<file path="config.mk">
export PLATFORM = sky130hd
export DESIGN_NAME = drum_xfer_ctl
export DESIGN_NICKNAME = d
export VERILOG_FILES = /design/src/rtl/drum_pkg.sv /design/src/rtl/drum_pos_ctr.sv /design/src/rtl/drum_addr_map.sv /design/src/rtl/drum_cmd_ctl.sv /design/src/rtl/drum_xfer_ctl.sv
export SDC_FILE = /design/constraint.sdc
export NUM_CORES = 1
export LEC_CHECK = 0
export ABC_AREA = 1
export BUFFER_PORTS_ARGS = -buffer_cell sky130_fd_sc_hd__buf_2
export CAP_MARGIN = 40
export CORE_ASPECT_RATIO = 0.8
export CORE_MARGIN = 3
export CORE_UTILIZATION = 37
export CTS_BUF_LIST = sky130_fd_sc_hd__clkbuf_4 sky130_fd_sc_hd__clkbuf_8
export CTS_CLUSTER_SIZE = 16
export DETAILED_ROUTE_END_ITERATION = 7
export PLACE_DENSITY = 0.73
export SYNTH_ARGS = -nofsm -noshare
export SYNTH_HDL_FRONTEND = slang
export SYNTH_HIERARCHICAL = 1
export SYNTH_SLANG_ARGS = --single-unit
</file>
<file path="constraint.sdc">
create_clock -name clk -period 3.6 [get_ports clk]
set_input_delay 0.54 -clock clk [delete_from_list [all_inputs] [get_ports clk]]
set_output_delay 0.54 -clock clk [all_outputs]
set_load 0.03 [all_outputs]
</file>
<file path="src/rtl/drum_pkg.sv">
package drum_pkg;
   typedef enum logic [1:0] {
      RSP_OK    = 2'd0,
      RSP_BUSY  = 2'd1,
      RSP_IOERR = 2'd2
   } drum_rsp_e;

   localparam logic [2:0] OPC_RDS = 3'd1;
   localparam logic [2:0] OPC_WRS = 3'd2;

   localparam logic [1:0] CHR_OK   = 2'd0;
   localparam logic [1:0] CHR_END  = 2'd1;
   localparam logic [1:0] CHR_TERR = 2'd2;

   typedef struct packed {
      logic rd;
      logic wr;
      logic pend;
   } drum_stat_t;
endpackage

</file>
<file path="src/rtl/drum_pos_ctr.sv">
module drum_pos_ctr #(
   parameter int POS_W = 12
) (
   input  logic             clk,
   input  logic             rst,
   input  logic             tick,
   output logic [POS_W-1:0] pos_q,
   output logic [POS_W-1:0] pos_nxt
);
   assign pos_nxt = pos_q + {{(POS_W-1){1'b0}}, 1'b1};

   always_ff @(posedge clk) begin
      if (rst)       pos_q <= '0;
      else if (tick) pos_q <= pos_nxt;
   end
endmodule

</file>
<file path="src/rtl/drum_addr_map.sv">
module drum_addr_map #(
   parameter int ADDR_W   = 36,
   parameter int OFF_W    = 15,
   parameter int MID_LSB  = 18,
   parameter int MID_W    = 3,
   parameter int UNIT_LSB = 30,
   parameter int UNIT_W   = 3,
   localparam int IDX_W   = OFF_W + MID_W + UNIT_W
) (
   input  logic [ADDR_W-1:0] addr,
   output logic [IDX_W-1:0]  idx,
   output logic [UNIT_W-1:0] unit
);
   logic unused_addr;
   assign unused_addr = ^addr;
   assign unit = addr[UNIT_LSB +: UNIT_W];

   generate
      if (MID_W > 0) begin : g_mid
         assign idx = {unit, addr[MID_LSB +: MID_W], addr[OFF_W-1:0]};
      end else begin : g_flat
         assign idx = {unit, addr[OFF_W-1:0]};
      end
   endgenerate
endmodule

</file>
<file path="src/rtl/drum_cmd_ctl.sv">
module drum_cmd_ctl
   import drum_pkg::*;
(
   input  logic       clk,
   input  logic       rst,
   input  logic       attached,
   input  logic       cmd_valid,
   input  logic [2:0] cmd_code,
   input  logic       chan_active,
   input  logic       tick,
   input  logic       chan_disco,
   input  logic       word_abort,
   output drum_stat_t stat_q,
   output logic [1:0] resp,
   output logic       accept,
   output logic       disco_evt
);
   always_comb begin
      if (!attached)                        resp = RSP_IOERR;
      else if (chan_active || stat_q.pend)  resp = RSP_BUSY;
      else if (cmd_code == OPC_RDS || cmd_code == OPC_WRS) resp = RSP_OK;
      else                                  resp = RSP_IOERR;
   end

   assign accept    = cmd_valid && (resp == RSP_OK);
   assign disco_evt = tick && stat_q.pend && chan_disco;

   always_ff @(posedge clk) begin
      if (rst) begin
         stat_q <= '0;
      end else if (accept) begin
         stat_q.rd   <= (cmd_code == OPC_RDS);
         stat_q.wr   <= (cmd_code == OPC_WRS);
         stat_q.pend <= 1'b1;
      end else if (disco_evt) begin
         stat_q <= '0;
      end else if (word_abort) begin
         stat_q.rd <= 1'b0;
         stat_q.wr <= 1'b0;
      end
   end
endmodule

</file>
<file path="src/rtl/drum_xfer_ctl.sv">
module drum_xfer_ctl
   import drum_pkg::*;
#(
   parameter int WORD_W      = 36,
   parameter int ADDR_W      = 36,
   parameter int POS_W       = 12,
   parameter int OFF_W       = 15,
   parameter int MID_LSB     = 18,
   parameter int MID_W       = 3,
   parameter int UNIT_LSB    = 30,
   parameter int UNIT_W      = 3,
   parameter int EOR_W       = 11,
   parameter bit RANGE_CHECK = 1'b1,
   parameter logic [ADDR_W-1:0] ADDR_MASK = 36'o070007077777
) (
   input  logic                            clk,
   input  logic                            rst,
   input  logic                            attached,
   input  logic [UNIT_W-1:0]               unit_cfg,
   input  logic                            cmd_valid,
   input  logic [2:0]                      cmd_code,
   output logic [1:0]                      cmd_resp,
   output logic                            sel_set,
   output logic                            sel_dir,
   input  logic                            addr_ld,
   input  logic [ADDR_W-1:0]               addr_ld_val,
   input  logic                            tick,
   input  logic                            chan_active,
   input  logic                            chan_sel,
   input  logic                            chan_disco,
   input  logic [1:0]                      xfer_code,
   output logic                            word_strobe,
   input  logic [WORD_W-1:0]               word_from_chan,
   output logic [WORD_W-1:0]               word_to_chan,
   output logic                            eor,
   output logic                            attn,
   output logic                            err,
   output logic                            sel_clr,
   output logic                            eor_clr,
   output logic                            mem_re,
   output logic                            mem_we,
   output logic [OFF_W+MID_W+UNIT_W-1:0]   mem_idx,
   output logic [WORD_W-1:0]               mem_wdata,
   input  logic [WORD_W-1:0]               mem_rdata
);
   localparam int IDX_W = OFF_W + MID_W + UNIT_W;

   generate
      if (POS_W > OFF_W) begin : g_bad_pos
         $error("position counter wider than word offset");
      end
      if (EOR_W > OFF_W) begin : g_bad_eor
         $error("record boundary wider than word offset");
      end
      if (UNIT_LSB + UNIT_W > ADDR_W || MID_LSB + MID_W > UNIT_LSB) begin : g_bad_fld
         $error("address fields overlap or exceed the register");
      end
   endgenerate

   drum_stat_t          stat_q;
   logic [1:0]          resp;
   logic                accept, disco_evt;
   logic [POS_W-1:0]    pos_q, pos_nxt;
   logic [ADDR_W-1:0]   addr_q, addr_inc;
   logic [UNIT_W-1:0]   unit, cfg_q;
   logic [IDX_W-1:0]    idx;
   logic                go, in_range, word_go, word_ok, word_abort, oor;

   drum_cmd_ctl u_cmd (
      .clk(clk), .rst(rst), .attached(attached), .cmd_valid(cmd_valid),
      .cmd_code(cmd_code), .chan_active(chan_active), .tick(tick),
      .chan_disco(chan_disco), .word_abort(word_abort), .stat_q(stat_q),
      .resp(resp), .accept(accept), .disco_evt(disco_evt)
   );

   drum_pos_ctr #(.POS_W(POS_W)) u_pos (
      .clk(clk), .rst(rst), .tick(tick), .pos_q(pos_q), .pos_nxt(pos_nxt)
   );

   drum_addr_map #(
      .ADDR_W(ADDR_W), .OFF_W(OFF_W), .MID_LSB(MID_LSB), .MID_W(MID_W),
      .UNIT_LSB(UNIT_LSB), .UNIT_W(UNIT_W)
   ) u_map (
      .addr(addr_q), .idx(idx), .unit(unit)
   );

   generate
      if (RANGE_CHECK) begin : g_rng
         assign in_range = (unit <= cfg_q);
      end else begin : g_norng
         assign in_range = 1'b1;
      end
   endgenerate

   assign go = tick && chan_active && chan_sel && (stat_q.rd || stat_q.wr)
               && !disco_evt && (pos_nxt == addr_q[POS_W-1:0]);
   assign word_go    = go && in_range;
   assign oor        = go && !in_range;
   assign word_ok    = word_go && (xfer_code == CHR_OK);
   assign word_abort = word_go && (xfer_code == CHR_END || xfer_code == CHR_TERR);
   assign addr_inc   = (addr_q + {{(ADDR_W-1){1'b0}}, 1'b1}) & ADDR_MASK;

   assign cmd_resp     = resp;
   assign sel_set      = accept;
   assign sel_dir      = (cmd_code == OPC_WRS);
   assign sel_clr      = disco_evt;
   assign eor_clr      = disco_evt;
   assign word_strobe  = word_go;
   assign mem_idx      = idx;
   assign mem_re       = word_go && stat_q.rd;
   assign mem_we       = word_ok && stat_q.wr;
   assign mem_wdata    = word_from_chan;
   assign word_to_chan = mem_rdata;
   assign attn         = oor;
   assign err          = oor;
   assign eor          = oor || (word_ok && (addr_inc[EOR_W-1:0] == '0));

   always_ff @(posedge clk) begin
      if (rst)            addr_q <= '0;
      else if (accept)    addr_q <= '0;
      else if (word_ok)   addr_q <= addr_inc;
      else if (addr_ld)   addr_q <= addr_ld_val;
   end

   always_ff @(posedge clk) begin
      if (rst)                 cfg_q <= '0;
      else if (stat_q == '0)   cfg_q <= unit_cfg;
   end
endmodule

</file>
# Word-level counts from Yosys, hierarchy flattened

Cells that the tools add are included.

Register bits: 51
Latch bits: 0
Memory bits (writable): 0
ROM bits: 0
Input bits: 125
Output and inout port bits: 105
Logic and storage cells: 55
Memories: 0

Add/sub/neg operators: 2
Multiply operators: 0
Divide/modulo/power cells: 0
$lt $le $gt $ge: 1
Equality and inequality tests: 5
Shifts and indexed selects: 0
Multiplexer cells: 9
Bitwise logic cells: 0
Reduce and logical (&&, ||, !) cells: 31

Operators with widths:

| operator                | number |
|---|---|
| $mux W33                | 2 |
| $add A33 B1 Y33 const B | 1 |
| $logic_and A1 B1 Y1     | 15 |
| $add A12 B1 Y12 const B | 1 |
| $eq A12 B12 Y1          | 1 |
| $logic_not A11 Y1       | 1 |
| $mux W2                 | 5 |
| $logic_or A1 B1 Y1      | 5 |
| $logic_not A2 Y1        | 2 |
| $reduce_bool A2 Y1      | 2 |
| $eq A3 B1 Y1 const B    | 1 |
| $eq A3 B2 Y1 const B    | 1 |
| $le A3 B3 Y1            | 1 |
| $logic_not A3 Y1        | 1 |
| $mux W3                 | 1 |
| $reduce_bool A3 Y1      | 1 |
| $reduce_or A3 Y1        | 1 |
| $eq A2 B1 Y1 const B    | 1 |
| $eq A2 B2 Y1 const B    | 1 |
| $logic_not A1 Y1        | 2 |
| $reduce_or A2 Y1        | 1 |
| $mux W1                 | 1 |

# Depth between registers and ports, before layout

Depth after elaboration: 10
Gate-level depth with buffers: 21
Depth with buffers taken out: 21

# Cells and area by module

Netlist, hierarchy kept.

Modules (own cells, without submodules):

| module        | times used | cells each | area each (um^2) | seq. area each (um^2) |
|---|---|---|---|---|
| drum_xfer_ctl | 1          | 598        | 3,499.6          | 780.7 |
| drum_pos_ctr  | 1          | 116        | 744.5            | 240.2 |
| drum_cmd_ctl  | 1          | 33         | 210.2            | 60.1 |
| drum_addr_map | 1          | 24         | 180.2            | 0.0 |

# Worst setup path after synthesis

OpenSTA, ideal clock, no wires.

Kind: flip-flop to output port
Start point: reg u_pos.pos_q[0]
End point: out mem_re
Arrival: 2,376 ps
Data required time: 3,060 ps
Slack: 684 ps
Cell stages (with the launch flop): 16
Path buffers: 0
Path through: dfxtp_1 ha_1 nand2_2 nor2_4 nand3_1 nand2_1 inv_1 nand2_1 nand2_1 nor2_1 nand2_1 nor2_2 nand2_1 nor2_2 inv_1 nor2_1

Word-level cells in the longest chain between the ends: 5

Ends and longest elaborated chain:

| item                     | line                 | source |
|---|---|---|
| start: declaration       | drum_pos_ctr.sv:7    | `output logic [POS_W-1:0] pos_q,` |
| start signal: assignment | drum_pos_ctr.sv:14   | `else if (tick) pos_q <= pos_nxt;` |
| $add A12 B1 Y12          | drum_pos_ctr.sv:10   | `assign pos_nxt = pos_q + {{(POS_W-1){1'b0}}, 1'b1};` |
| net pos_nxt[8]           | drum_xfer_ctl.sv:63  | `logic [POS_W-1:0] pos_q, pos_nxt;` |
| $eq A12 B12 Y1           | drum_xfer_ctl.sv:96  | `&& !disco_evt && (pos_nxt == addr_q[POS_W-1:0]);` |
| $logic_and A1 B1 Y1      | drum_xfer_ctl.sv:96  |  |
| $logic_and A1 B1 Y1      | drum_xfer_ctl.sv:97  | `assign word_go = go && in_range;` |
| net word_strobe          | drum_xfer_ctl.sv:32  | `output logic word_strobe,` |
| $logic_and A1 B1 Y1      | drum_xfer_ctl.sv:110 | `assign mem_re = word_go && stat_q.rd;` |
| end: declaration         | drum_xfer_ctl.sv:40  | `output logic mem_re,` |

The timed path passes the listed nets, and every way through them passes these cells.

# Worst setup path after layout

Start point: reg u_pos.pos_q[0]
End point: out mem_re

Word-level cells in the longest chain between the ends: 5

Ends and longest elaborated chain:

| item                | line |
|---|---|
| $add A12 B1 Y12     | drum_pos_ctr.sv:10 |
| net pos_nxt[8]      | drum_xfer_ctl.sv:63 |
| $eq A12 B12 Y1      | drum_xfer_ctl.sv:96 |
| $logic_and A1 B1 Y1 | drum_xfer_ctl.sv:96 |
| $logic_and A1 B1 Y1 | drum_xfer_ctl.sv:97 |
| $logic_and A1 B1 Y1 | drum_xfer_ctl.sv:110 |

The timed path passes the listed nets, and every way through them passes these cells.

==> run_results.csv <==
group,metric,value,unit
routing,ant_nets,0,
critical_path,crit_chain,"ha_1, nand2_2, nor2_4, nand3_1, nand2_1, inv_1, nand2_1, nand2_1, nor2_1, nand2_1, nor2_2, nand2_1, nor2_2, inv_1, nor2_1, buf_2",
timing,setup_viol,0,
grt,antenna_found_initial,0,
timing,max_slew_margin,53.2,%
floorplan,core,11700,um2
finish,drive_above_1_share,18.0,%
clocking,cts-root-buf,"clkbuf_8",
floorplan,initial_utilization,38.7,%
timing,skew,10.1,ps
critical_path,crit_arrival,2670,ps
timing,fin_hold_ws,456,ps
worst_hold_path,min_path_cells,3,
logic_synthesis,syn_avg_cell_area,5.98,um2
routing,wl_per_cell,12.3,um
clocking,cts-hold-fix-buffers,0,
status,outcome,"complete, no violations",
clocking,numCtsBuffers,5,
run,maxCapViolations,0,
critical_path,r2r_cells,16,
clocking,clock-sinks,51,
routing,drc,0,
critical_path,crit_fanout,5,
critical_path,max_stage_delay,420,ps
routing,drt-total-wl,10900,um
power,peakVddDrop,176,uV
finish,antenna_cells,0,
timing,rsz0062_at_grt,"false",
placement,dpl.hpwl,8420,um
critical_path,crit_family,"simple AND/OR/NAND/NOR gates",
timing,fin_tns_setup,0,ps
critical_path,cp_common_cell,"nand2_1",
floorplan,dieHeight,105,um
clocking,post_cts_resized,0,
timing,hold_viol,0,
clocking,cts_tree,"done",
finish,area_delta_synth_final,-2.92,%
grt,grt_pass1_vias,3704,
routing,viasPerCell,4.66,
critical_path,endpoint_kind,"output port",
placement,gp_congestion,0.900,
logic_synthesis,yosysWarnings,6,
critical_path,path_buf_inv,3,
critical_path,r2r-start,"u_pos/pos_q[0]",
logic_synthesis,synth_fp_nets,890,
logic_synthesis,synthCells,759,
clocking,clkLatencyLatePin,310,ps
finish,utilization,37.5,%
clocking,cts_setup_buffers,0,
logic_synthesis,synthesis.area,4540,um2
floorplan,die_w,130,um
critical_path,slowest_stage,"dfxtp_1",
floorplan,ioPinCount,230,
clocking,clk_pin_slew,110,ps
timing,fin_crit_sh,89.2,%
routing,routed-via-count,4114,
critical_path,r2r_end,"addr_q[10]",
clocking,cts_buffer_depth,2,
grt,grt_max_degree,36,
grt,grt_pass1_wl,18400,um
finish,layout.nets,865,
power,p_leak,2.25,nW
critical_path,criticalPathCategory,"reg2out",
worst_hold_path,min_path_type,"in2reg",
clocking,cts-htree-levels,2,
critical_path,start_kind,"flop",
timing,clock.fmax,0.311,GHz
grt,grt_overflow,0,
floorplan,die-area,13600,um2
floorplan,rows,35,
placement,place.port_buffers,82,
grt,track_usage,16.3,%
timing,slew_violations,0,
routing,dr.pass1.iters,5,
timing,fin_crit,3210,ps
critical_path,reg2reg_slack,820,ps
worst_hold_path,hp-start,"addr_ld_val[21]",
critical_path,worstPathRequired,3060,ps
worst_hold_path,min_to,"addr_q[21]",
power,p_per_area,292,nW/um2
timing,worst_slew_pin_slew,701,ps
routing,first_iter_violations,353,
-- worst max-delay path by stage --
stage / start / end / slack (ps) / depth (start not counted)
after global placement: u_pos/pos_q[0] / mem_re / 770 / 16
after detailed placement: u_pos/pos_q[0] / mem_re / 750 / 16
after CTS: u_pos/pos_q[0] / mem_re / 370 / 16
final: u_pos/pos_q[0] / mem_re / 390 / 16
after floorplan: u_pos/pos_q[0] / mem_re / 680 / 15
after global routing: u_pos/pos_q[0] / mem_re / 50 / 16
-- final cells by class --
class                   count  area, um2
clock buffers               5       68.8
clock inverters             3       27.5
fillers                  1302       7330
inverters                  99        372
multi-input cells         491       2290
flip-flops and latches     51       1020
well taps                 148        185
repair buffers             86        440
-- registers in the layout (all words and copies together), names as in the netlist --
signal / flops
u_pos/pos_q: 12
cfg_q: 3
u_cmd/stat_q: 3
addr_q: 33
-- worst reg2reg max path, stage by stage (launching register included) --
cell,delay (ps)
dfxtp_1,420
ha_1,230
nand2_2,110
nor2_2,110
xor2_1,240
inv_1,80
nand2_1,110
nand2_1,60
nor2_1,80
nand2_1,70
nor2_2,160
nand4_4,120
buf_4,260
nand2_1,370
nor2_1,100
nor2_1,100
nor2_1,40
-- placed cells by master (no fill, tap or decap), drive strengths merged, types with 4 or more instances in the layout --
cell type  count
nand2        232
nor2         112
inv          101
buf           86
nand3         58
dfxtp         51
a21oi         36
xor2          17
o21ai         11
nand4          7
ha             6
clkbuf         5
nand3b         4
-- layer usage --
metal | wire [um] | share of wire, % | vias to the layer above | track usage [%]
li1 | - | - | 2167 | -
met1 | 5580 | 51 | 1756 | 25.9
met2 | 4260 | 39 | 183 | 21.7
met3 | 939 | 8.6 | 8 | 3.73
met4 | 94 | 0.86 | 0 | 3.78
met5 | 0 | 0 | - | 0
-- stage by stage --
| step | power [mW] | std cells | setup WS (ps) | instance area (um2) |
|---|---|---|---|---|
| floorplan | 1.01 | 759 | 684 | 4540 |
| global placement | 0.930 | 875 | 767 | 4310 |
| detailed placement | 0.934 | 875 | 747 | 4310 |
| CTS | 1.30 | 883 | 370 | 4400 |
| global route | 1.37 | 883 | 46.7 | 4400 |
| finish | 1.29 | 883 | 387 | 4400 |
-- report_power, final --
part / leakage (nW) / switching [mW] / internal, mW
sequential: 0.420 / 0.0402 / 0.596
combinational: 1.78 / 0.188 / 0.0995
clock: 0.0467 / 0.219 / 0.145
Note: power is estimated with default switching activity, not from simulation.
